`src/rtl/ss_ramp_pkg.sv`:
```
package ss_ramp_pkg;
  localparam int CODE_W = 3;
  localparam int DUTY_W = 5;
  localparam int BYTE_W = 8;
  localparam logic [CODE_W-1:0] CODE_KEEP = 3'd7;

  function automatic logic [DUTY_W-1:0] code_to_pct(input logic [CODE_W-1:0] code);
    logic [DUTY_W-1:0] pct;
    case (code)
      3'd0:    pct = 5'd0;
      3'd1:    pct = 5'd3;
      3'd2:    pct = 5'd6;
      3'd3:    pct = 5'd9;
      3'd4:    pct = 5'd13;
      3'd5:    pct = 5'd16;
      3'd6:    pct = 5'd19;
      default: pct = 5'd0;
    endcase
    return pct;
  endfunction
endpackage

```
`src/rtl/ss_cycle_ctr.sv`:
```
module ss_cycle_ctr #(
  parameter int NUM_CYCLES = 16,
  localparam int IDX_W = $clog2(NUM_CYCLES)
) (
  input  logic             clk_i,
  input  logic             rst_ni,
  input  logic             start_i,
  input  logic             tick_i,
  output logic [IDX_W-1:0] idx_o,
  output logic             active_o,
  output logic             done_o,
  output logic             adv_o
);
  localparam logic [IDX_W-1:0] LAST_IDX = IDX_W'(NUM_CYCLES - 1);

  logic [IDX_W-1:0] idx_q;
  logic             active_q, done_q;
  logic             last_c;

  assign adv_o  = tick_i & active_q & ~start_i;
  assign last_c = (idx_q == LAST_IDX);

  always_ff @(posedge clk_i or negedge rst_ni) begin
    if (!rst_ni) begin
      idx_q    <= '0;
      active_q <= 1'b0;
      done_q   <= 1'b0;
    end else if (start_i) begin
      idx_q    <= '0;
      active_q <= 1'b1;
      done_q   <= 1'b0;
    end else if (adv_o) begin
      if (last_c) begin
        active_q <= 1'b0;
        done_q   <= 1'b1;
      end else begin
        idx_q <= idx_q + 1'b1;
      end
    end
  end

  assign idx_o    = idx_q;
  assign active_o = active_q;
  assign done_o   = done_q;


  restart_chk: assert property (@(posedge clk_i) disable iff (!rst_ni)
    start_i |=> (active_o && idx_o == '0 && !done_o));

  step_chk: assert property (@(posedge clk_i) disable iff (!rst_ni)
    (adv_o && idx_o != LAST_IDX) |=> (active_o && idx_o == $past(idx_o) + 1'b1));

  finish_chk: assert property (@(posedge clk_i) disable iff (!rst_ni)
    (adv_o && idx_o == LAST_IDX) |=> (done_o && !active_o));

  done_excl_chk: assert property (@(posedge clk_i) disable iff (!rst_ni)
    !(done_o && active_o));

  idle_tick_chk: assert property (@(posedge clk_i) disable iff (!rst_ni)
    (!active_o && !start_i) |=> (!active_o && $stable(done_o)));
endmodule

```
`src/rtl/ss_code_sel.sv`:
```
module ss_code_sel
  import ss_ramp_pkg::*;
#(
  parameter int NUM_BYTES       = 4,
  parameter int CYCLES_PER_CODE = 2,
  localparam int CODES_PER_BYTE = 2,
  localparam int NUM_CODES      = NUM_BYTES * CODES_PER_BYTE,
  localparam int NUM_CYCLES     = NUM_CODES * CYCLES_PER_CODE,
  localparam int IDX_W          = $clog2(NUM_CYCLES),
  localparam int SEL_W          = (NUM_CODES > 1) ? $clog2(NUM_CODES) : 1
) (
  input  logic [NUM_BYTES*BYTE_W-1:0] cfg_i,
  input  logic [IDX_W-1:0]            idx_i,
  output logic [CODE_W-1:0]           code_o
);
  logic [CODE_W-1:0] codes [NUM_CODES];
  logic [IDX_W-1:0]  slot;

  // bits 3 and 7 of each byte are never tapped
  for (genvar b = 0; b < NUM_BYTES; b++) begin : g_byte
    assign codes[b*CODES_PER_BYTE]     = cfg_i[b*BYTE_W     +: CODE_W];
    assign codes[b*CODES_PER_BYTE + 1] = cfg_i[b*BYTE_W + 4 +: CODE_W];
  end

  assign slot   = idx_i / IDX_W'(CYCLES_PER_CODE);
  assign code_o = codes[slot[SEL_W-1:0]];
endmodule

```
`src/rtl/ss_duty_hold.sv`:
```
module ss_duty_hold
  import ss_ramp_pkg::*;
(
  input  logic              clk_i,
  input  logic              rst_ni,
  input  logic              start_i,
  input  logic              adv_i,
  input  logic              active_i,
  input  logic [CODE_W-1:0] code_i,
  output logic [DUTY_W-1:0] duty_o,
  output logic              hold_o
);
  logic [DUTY_W-1:0] held_q;
  logic              fixed_c;

  assign fixed_c = active_i && (code_i != CODE_KEEP);

  always_ff @(posedge clk_i or negedge rst_ni) begin
    if (!rst_ni)                 held_q <= '0;
    else if (start_i)            held_q <= '0;
    else if (adv_i && fixed_c)   held_q <= code_to_pct(code_i);
  end

  assign hold_o = active_i && (code_i == CODE_KEEP);
  assign duty_o = fixed_c ? code_to_pct(code_i) : held_q;


  duty_legal_chk: assert property (@(posedge clk_i) disable iff (!rst_ni)
    fixed_c |-> (duty_o inside {5'd0, 5'd3, 5'd6, 5'd9, 5'd13, 5'd16, 5'd19}));

  keep_last_chk: assert property (@(posedge clk_i) disable iff (!rst_ni)
    (hold_o && $past(active_i) && !$past(start_i)) |-> (duty_o == $past(duty_o)));

  keep_first_chk: assert property (@(posedge clk_i) disable iff (!rst_ni)
    (hold_o && $past(start_i)) |-> (duty_o == '0));
endmodule

```
`src/rtl/ss_ramp_seq.sv`:
```
module ss_ramp_seq
  import ss_ramp_pkg::*;
#(
  parameter int NUM_BYTES       = 4,
  parameter int CYCLES_PER_CODE = 2,
  localparam int NUM_CYCLES     = NUM_BYTES * 2 * CYCLES_PER_CODE,
  localparam int IDX_W          = $clog2(NUM_CYCLES)
) (
  input  logic                        clk_i,
  input  logic                        rst_ni,
  input  logic                        start_i,
  input  logic                        tick_i,
  input  logic [NUM_BYTES*BYTE_W-1:0] cfg_i,
  output logic [DUTY_W-1:0]           duty_pct_o,
  output logic                        hold_o,
  output logic                        done_o
);
  logic [IDX_W-1:0]  idx;
  logic              active, adv;
  logic [CODE_W-1:0] code;

  ss_cycle_ctr #(.NUM_CYCLES(NUM_CYCLES)) u_ctr (
    .clk_i, .rst_ni, .start_i, .tick_i,
    .idx_o(idx), .active_o(active), .done_o(done_o), .adv_o(adv)
  );

  ss_code_sel #(.NUM_BYTES(NUM_BYTES), .CYCLES_PER_CODE(CYCLES_PER_CODE)) u_sel (
    .cfg_i, .idx_i(idx), .code_o(code)
  );

  ss_duty_hold u_duty (
    .clk_i, .rst_ni, .start_i, .adv_i(adv), .active_i(active),
    .code_i(code), .duty_o(duty_pct_o), .hold_o(hold_o)
  );


  done_no_hold_chk: assert property (@(posedge clk_i) disable iff (!rst_ni)
    done_o |-> !hold_o);
endmodule

```
`config.mk`:
```
export PLATFORM = sky130hd
export DESIGN_NAME = ss_ramp_seq
export DESIGN_NICKNAME = d
export VERILOG_FILES = /design/src/rtl/ss_ramp_pkg.sv /design/src/rtl/ss_cycle_ctr.sv /design/src/rtl/ss_code_sel.sv /design/src/rtl/ss_duty_hold.sv /design/src/rtl/ss_ramp_seq.sv
export SDC_FILE = /design/constraint.sdc
export NUM_CORES = 1
export LEC_CHECK = 0
export ABC_AREA = 1
export BUFFER_PORTS_ARGS = -buffer_cell sky130_fd_sc_hd__buf_2
export CORE_MARGIN = 4
export CORE_UTILIZATION = 47
export CTS_CLUSTER_DIAMETER = 200
export DETAILED_ROUTE_END_ITERATION = 16
export HOLD_SLACK_MARGIN = 0.02
export MAX_ROUTING_LAYER = met4
export PLACE_DENSITY = 0.8
export RECOVER_POWER = 100
export SLEW_MARGIN = 15
export SYNTH_ARGS = -nofsm -noshare
export SYNTH_HDL_FRONTEND = slang
export SYNTH_SLANG_ARGS = --single-unit
```
`constraint.sdc`:
```
create_clock -name clk_i -period 2 [get_ports clk_i]
set_clock_uncertainty 0.05 [all_clocks]
set_input_delay 0.2 -clock clk_i [delete_from_list [all_inputs] [get_ports clk_i]]
set_output_delay 0.2 -clock clk_i [all_outputs]
set_load 0.02 [all_outputs]
```
# Word level (Yosys, flattened, before mapping)
# Index checks and enable logic that the tools add are counted.
# word_totals
reg_bits	11
latch_bits	0
ramBits	0
rom_bits	0
output_inout_bits	7
mem_count	0
# classes
addsub	1
n_mul	0
n_div	0
magnitude_cmp	1
n_eq_ne	10
shifts	0
n_mux	16
bitwise	4
n_reduce_logical	8
# ops
cell	n
one-hot mux 5 bit (6 select lines)	1
2-to-1 mux 5 bit	3
== test 3 bit (second input constant)	4
2-to-1 mux 4 bit	3
binary-select mux 3 bit (select 3 bit)	1
== test 3 x 2 -> 1 bit (second input constant)	2
2-to-1 mux 1 bit	6
2-to-1 mux 3 bit	2
nonzero test 2 bit	3
adder 4 x 1 -> 4 bit (second input constant)	1
== test 4 bit (second input constant)	1
>= comparator 4 bit (second input constant)	1
inverter 3 -> 4 bit	1
AND reduction 2 bit	2
== test 3 x 1 -> 1 bit (second input constant)	1
logical AND 1 bit	3
!= test 3 bit (second input constant)	1
AND 1 bit	2
!= test 2 bit (second input constant)	1
inverter 1 bit	1

# Logic depth before layout (Yosys ltp)
# Gate-level depths: netlist of run 1.
# depth
ltp_word	9
depth_mapped	13
mapped_depth_nobuf	12

# By module
# From an unflattened synthesis of run 1, not the netlist that was laid out.
# hier_totals
cells_unflattened	175
hier_area_um2	1002.2
# by_module_without_submodules
mod	n_inst	cells_each	area_each_um2	seq_area_each_um2
ss_duty_hold	1	54	356.6	125.1
ss_code_sel	1	80	335.3	0.0
ss_cycle_ctr	1	41	310.3	150.1

# Least setup slack after synthesis of run 1
# Ideal clock, no wire load.
# synth_path
kind	reg-to-output
from	reg u_ctr.idx_q[1], in the netlist u_ctr.idx_o[1]
to	out duty_pct_o[2]
arrival_ns	1.480
path_slack_ns	0.270
stages_incl_launch_ff	11
path_buffers	1
path_cell_list	dfrtp_1 inv_2 buf_6 nand2_1 nand3_1 nand2_1 nand2_1 nand2_2 nand3_4 nand2_4 o21ai_1
# synth_via
elab_chain_cells	7
elab_cells_between_ends	14
classes_between	eq/ne (7); mux (5); bitwise (1); reduce/logical (1)
# synth_rtl
element	line_no	source
from (decl)	ss_cycle_ctr.sv:16	logic [IDX_W-1:0] idx_q;
from (signal assigned)	ss_cycle_ctr.sv:37	idx_q <= idx_q + 1'b1;
inverter 3 -> 4 bit (not written as such) (*)	ss_code_sel.sv:26	assign code_o = codes[slot[SEL_W-1:0]];
binary-select mux 3 bit (select 3 bit) (*)	ss_code_sel.sv:26	
2-to-1 mux 3 bit (not written as such) (*) (2 in a row)	ss_code_sel.sv:26	
== test 3 bit (tied with other cells)	ss_ramp_pkg.sv:9	case (code)
one-hot mux 5 bit (6 select lines) / logical AND 1 bit (equally long branches)	ss_ramp_pkg.sv:9, ss_duty_hold.sv:16	
2-to-1 mux 5 bit (*)	ss_duty_hold.sv:25	assign duty_o = fixed_c ? code_to_pct(code_i) : held_q;
to (decl)	ss_ramp_seq.sv:14	output logic [DUTY_W-1:0] duty_pct_o,
# Mark *: on every way between the ends. The rest lies on a longest branch, timed or not. The select of a mux whose other input is x is not followed.

# Worst setup path after layout of run 1
# layout_path
from	reg u_ctr.idx_q[1], in the netlist u_ctr.idx_o[1]
to	out duty_pct_o[0]
# Same word-level chain as after synthesis.

==> flow_summary.yaml, run 1 <==
logic_synthesis:
  post_synth_instance_area_um2: 1020
  synthesized_net_count: 214
  register_bit_total_from_synthesis: 11
  synthesized_netlist_cell_count: 177
  postSynthAreaPerCell_um2: 5.79
  ys_warn_count: 0
  top_cells_by_area_in_the_synthesized_netlist: "sky130_fd_sc_hd__dfrtp_1, sky130_fd_sc_hd__nand2_1, sky130_fd_sc_hd__nand3_1"
  synth_cell_types: 21
  synth_largest_area_cell: "sky130_fd_sc_hd__dfrtp_1"
  synth-seq-area-share: 0.269
  post-synth-top-area-fraction: 0.269
cells_and_area:
  nets: 259
  instances_no_fill: 248
  syn2layout_area_growth_pct: 42.5
  antenna_cells: 0
  layout_cell_share_with_drive_strength_beyond_1: 0.421
  layout.filler_cells: 166
grt:
  pin_count_of_the_biggest_net_entering_global_routing: 14
  globalRouteOverflowTotal: 0
  initial_antenna_violation_count: 0
  grt.met2_usage: 0.382
  global_route.usage.met3: 0.0218
  grt.total_usage: 0.219
  grt_pass1_wl_um: 4640
  groute.layer.met1.usage: 0.251
  first_global_vias: 1151
  top_usage_layer: "met2"
die:
  core_region_area_um2: 2020
  floorplan.die.height_um: 54.7
  io-pin-count: 43
  initial_core_utilization: 0.507
  die_span_x_um: 54.7
  fp-row-count: 16
  floorplan.die_area_um2: 2990
sta:
  fin_crit_period_ps: 2070
  max_slew.worst_pin.slew_ps: 587
  final_max_slew_viol_count: 0
  setup_violations: 6
  hold_violations: 0
  slew_headroom: 0.608
  unrepaired_setup_endpoints_after_global_routing: "yes"
  max_freq_ghz: 0.482
  layout_worst_path_cycle_share: 1.04
  post-route-worst-setup-slack_ps: -73.3
drt:
  detailroute.via_count: 1256
  viasPerCell: 5.06
  detail_route.drc_violations: 0
  antenna_violating_nets_post_route: 0
  drt_iter0_drc: 36
  wirelength_per_cell_um: 12.1
  detail_route.wirelength_um: 3010
  drt-pass1-iter-count: 4
clock_network:
  htreeDepth: 1
  cts_made_buffers: 3
  cts.clk_slew.worst_paths_ps: 60
  clock_latency_ps: 260
  clock_sink_count: 11
  clock-root-buffer: "sky130_fd_sc_hd__clkbuf_4"
  cts_tree: "done"
  clock_path_buffers: 2
critical_path:
  critPathLaunchType: "flop"
  critical_path_required_ps: 1750
  critPathCaptureType: "primary output"
  path_class: "flop to primary output"
  worstPathMaxFanout: 7
  arrival_ps: 1820
placement:
  port_buffers: 34
  numPlacedInstances: 235
  hpwl_um: 2040
  gp_congestion: 0.875
pwr:
  leakage_power_of_the_design_uw: 0.000863
  fin_total_pwr_uw: 754
  max-vdd-ir-drop_mv: 0.500
  p_per_area_nw_per_um2: 516
run_status:
  violations: "setup timing"
  status: "complete, but fails checks"
hold_path:
  hold_path_class: "input port to flop"
flow_run:
  max_cap_viol_count: 0
==> cells in the final DEF (no fill, tap or decap), types with 6 or more instances in the layout <==
cell	count
sky130_fd_sc_hd__inv_2	6
sky130_fd_sc_hd__dfrtp_1	9
sky130_fd_sc_hd__nand2_2	22
sky130_fd_sc_hd__buf_2	26
sky130_fd_sc_hd__buf_4	10
sky130_fd_sc_hd__o21ai_1	6
sky130_fd_sc_hd__nand3_2	15
sky130_fd_sc_hd__nand2_1	50
sky130_fd_sc_hd__inv_1	30
sky130_fd_sc_hd__nand3_1	17
==> logic make-up after synthesis <==
kind of cell,count (synthesis),synth area share
and+or+nand+nor,113,0.496
buffers and inverters,42,0.167
DFF,11,0.269
AOI/OAI and AO/OA,9,0.0476
xor gates and xnor gates,1,0.00855
adders and majority gates,1,0.0122
==> timing repair <==
item                                    CTS  global route
endpoints found under the setup margin    5             7
cloned                                    2             0
resized for setup                        32            19
buffers inserted                          5             1
hold endpoints to repair                 11             0
pin swaps                                18             8
hold buffers                              1             0
==> stage by stage <==
step | setup TNS (ps) | hold slack, ps | utilization | setup slack (ps) | cell area [um2]
finish | -334 | 118 | 0.722 | -73.3 | 1460
global route | -1150 | 129 | 0.722 | -183 | 1460
CTS | -272 | 106 | 0.693 | -59.7 | 1400
detailed placement | 0 | 26.4 | 0.597 | 155 | 1210
global placement | 0 | 21.8 | 0.597 | 210 | 1210
floorplan | 0 | -146 | - | 270 | 1020
==> critical path: stages, from the launching register on <==
cell and delay [ps]:
sky130_fd_sc_hd__dfrtp_2 460, sky130_fd_sc_hd__buf_6 160, sky130_fd_sc_hd__nand2_2 60, sky130_fd_sc_hd__nand3_2 70, sky130_fd_sc_hd__nand2_1 110, sky130_fd_sc_hd__nand2_2 70
sky130_fd_sc_hd__nand2_4 120, sky130_fd_sc_hd__nand3_2 80, sky130_fd_sc_hd__nand2_2 80, sky130_fd_sc_hd__inv_2 50, sky130_fd_sc_hd__nand2_2 60, sky130_fd_sc_hd__nand2_1 50
sky130_fd_sc_hd__nand2_1 70, sky130_fd_sc_hd__buf_6 120
==> Yosys cell counts (all sizes together) <==
library cell / number
nand2: 74
inv: 37
nand3: 33
dfrtp: 11
o21ai: 7
buf: 4
nor2: 4
nor3: 2
a21oi: 1
a221oi: 1
clkinv: 1
ha: 1
xor2: 1
==> layer usage <==
metal	vias to the layer above	part of all wire
li1	630	-
met1	580	0.42
met2	40	0.51
met3	6	0.062
met4	0	0.012
met5	-	0
==> layout make-up <==
type	count	area (um2)	share of cell area
multi-input combinational	125	707	0.484
sequential	11	278	0.190
timing repair buffer	43	268	0.183
inverter	38	148	0.101
tap	27	33.8	0.0231
clock buffer	4	26.3	0.0180
==> flip-flops by register name, summed over array words and instances (netlist names) <==
name	count
u_ctr.active_o	1
u_ctr.done_o	1
u_ctr.idx_o	4
u_duty.held_q	5
==> power breakdown <==
group / switching, uW / internal (uW) / leakage [uW] / total, uW
Sequential: 11.2 / 236 / 0.000142 / 247
Clock: 68.7 / 77.1 / 0.0000150 / 146
Combinational: 217 / 144 / 0.000706 / 361
==> path summary, 6_finish.rpt <==
path | start | end | slack (ps) | depth (start not counted)
min in group asynchronous | rst_ni | u_duty.held_q[2]$_DFFE_PN0P_ | 390 | 2
max | u_ctr.idx_o[1]$_DFFE_PN0P_ | duty_pct_o[0] | -70 | 13
min | start_i | u_ctr.done_o$_DFFE_PN0P_ | 120 | 2
max in group asynchronous | rst_ni | u_ctr.idx_o[2]$_DFFE_PN0P_ | 1090 | 2
min reg2reg | u_duty.held_q[2]$_DFFE_PN0P_ | u_duty.held_q[2]$_DFFE_PN0P_ | 480 | 2
max reg2reg | u_ctr.idx_o[1]$_DFFE_PN0P_ | u_ctr.idx_o[2]$_DFFE_PN0P_ | 10 | 11
No activity file was read; power rests on OpenSTA's default activity.
==> inputs of run 2 (changes only) <==
- PLACE_DENSITY: 0.8 -> 0.77
==> run 2 against run 1 <==
Compared with the run above: the run still ends with setup timing left; global-route usage is 1.2 points lower; die area unchanged; register-to-register slack gained 100 ps; clock-buffer cell count stayed put; critical path depth unchanged; core utilization up 0.37 points; final cell count is the same; critical path type unchanged; critical endpoint unchanged; largest cell class unchanged.
==> flow_summary.yaml, run 2 (same netlist as run 1, synthesis figures left out) <==
run_status:
  status: "complete, but fails checks"
  violations: "setup timing"
sta:
  final_max_slew_viol_count: 0
  layout_worst_path_cycle_share: 1.06
  setup_violations: 6
  unrepaired_setup_endpoints_after_global_routing: "yes"
  max_slew.worst_pin.slew_ps: 593
  post-route-worst-setup-slack_ps: -128
  hold_violations: 0
  slew_headroom: 0.604
  max_freq_ghz: 0.470
  fin_crit_period_ps: 2130
  tns_ps: -605
placement:
  hpwl_um: 1950
  port_buffers: 34
  gp_congestion: 0.906
pwr:
  fin_total_pwr_uw: 770
  leakage_power_of_the_design_uw: 0.000870
  max-vdd-ir-drop_mv: 0.610
  p_per_area_nw_per_um2: 525
hold_path:
  hold_path_class: "input port to flop"
drt:
  antenna_violating_nets_post_route: 0
  drt-pass1-iter-count: 4
  wirelength_per_cell_um: 11.9
  drt_iter0_drc: 39
  detail_route.wirelength_um: 2940
  detailroute.via_count: 1240
  viasPerCell: 5.00
  detail_route.drc_violations: 0
grt:
  pin_count_of_the_biggest_net_entering_global_routing: 14
  first_global_vias: 1104
  globalRouteOverflowTotal: 0
  grt.total_usage: 0.207
  grt_pass1_wl_um: 4330
  initial_antenna_violation_count: 0
clock_network:
  clock-root-buffer: "sky130_fd_sc_hd__clkbuf_4"
  clock_sink_count: 11
  clock_path_buffers: 2
  clock_latency_ps: 280
  cts_made_buffers: 3
  cts.clk_slew.worst_paths_ps: 70
  htreeDepth: 1
  cts_tree: "done"
cells_and_area:
  nets: 259
  largest_register_ff_count: 5
  antenna_cells: 0
  layout_common_cells: "sky130_fd_sc_hd__nand2_1, sky130_fd_sc_hd__inv_1, sky130_fd_sc_hd__buf_2"
  mostFrequentLayoutCell: "sky130_fd_sc_hd__nand2_1"
  largest-register: "u_duty.held_q"
  syn2layout_area_growth_pct: 43.2
  layout_cell_share_with_drive_strength_beyond_1: 0.389
critical_path:
  critical_path_required_ps: 1750
  arrival_ps: 1880
  critPathCaptureType: "primary output"
  worstPathMaxFanout: 7
  timing.reg2reg.setup_slack_ps: 110
  critPathLaunchType: "flop"
  path_class: "flop to primary output"
flow_run:
  max_cap_viol_count: 0
die:
  initial_core_utilization: 0.507
  io-pin-count: 43
  floorplan.die_area_um2: 2990
  floorplan.die.height_um: 54.7
  die_span_x_um: 54.7
  core_region_area_um2: 2020
  fp-row-count: 16
[run 2: where the power goes]
group          internal [uW]  total [uW]  switching (uW)
Clock                   77.4         154            76.9
Combinational            152         368             216
Sequential               236         248            12.1
Total                    466         770             305
[run 2: worst paths after layout]
| kind | from | to | cells past startpoint |
|---|---|---|---|
| max in group asynchronous | rst_ni | u_ctr.idx_o[1]$_DFFE_PN0P_ | 2 |
| worst max-delay path | u_ctr.idx_o[1]$_DFFE_PN0P_ | duty_pct_o[0] | 13 |
| worst min-delay path | start_i | u_ctr.done_o$_DFFE_PN0P_ | 2 |
| worst max register to register | u_ctr.idx_o[1]$_DFFE_PN0P_ | u_duty.held_q[0]$_DFFE_PN0P_ | 13 |
| min in group asynchronous | rst_ni | u_duty.held_q[4]$_DFFE_PN0P_ | 2 |
| worst min register to register | u_duty.held_q[0]$_DFFE_PN0P_ | u_duty.held_q[0]$_DFFE_PN0P_ | 2 |
[run 2: stage by stage]
stage	hold WS (ps)	utilization	setup WS (ps)	cell area (um2)	cells
final	96.8	0.726	-128	1470	248
after global routing	117	0.726	-234	1470	248
after CTS	94.8	0.658	-53.1	1330	244
after floorplan	-146	-	270	1020	177
after detailed placement	24.1	0.601	178	1210	236
after global placement	27.0	0.601	204	1210	236
[run 2: critical path, cell delays in order, from the launching register on]
cell                      delay (ps)
sky130_fd_sc_hd__dfrtp_2         450
sky130_fd_sc_hd__buf_6           160
sky130_fd_sc_hd__nand2_2          80
sky130_fd_sc_hd__nand3_2          90
sky130_fd_sc_hd__nand2_1          80
sky130_fd_sc_hd__nand2_1          70
sky130_fd_sc_hd__nand2_2         150
sky130_fd_sc_hd__nand3_1         110
sky130_fd_sc_hd__nand2_1          80
sky130_fd_sc_hd__inv_1            40
sky130_fd_sc_hd__nand2_2          70
sky130_fd_sc_hd__nand2_2          50
sky130_fd_sc_hd__nand2_2          60
sky130_fd_sc_hd__buf_6           110
[run 2: repair_timing]
action                     4_1_cts  5_1_grt
gates cloned                     1        0
setup buffers                    2        4
setup endpoints to repair        5        6
resized for setup               19       30
hold buffers                     1        0
hold endpoints to repair        11        0
pin swaps                       16       12
[run 2: area by class of cell]
type                    instances  area (um2)
inverters                      38         150
flip-flops and latches         11         278
fillers                       162         554
well taps                      27        33.8
multi-input cells             125         688
repair buffers                 43         292
clock buffers                   4        26.3
[run 2: routing by layer]
| metal | share of wire | up-vias | global-route usage |
|---|---|---|---|
| met4 | 0.014 | 0 | 0.0954 |
| met1 | 0.42 | 552 | 0.250 |
| met3 | 0.068 | 5 | 0.0300 |
| li1 | - | 632 | - |
| met5 | 0 | - | - |
| met2 | 0.50 | 51 | 0.337 |
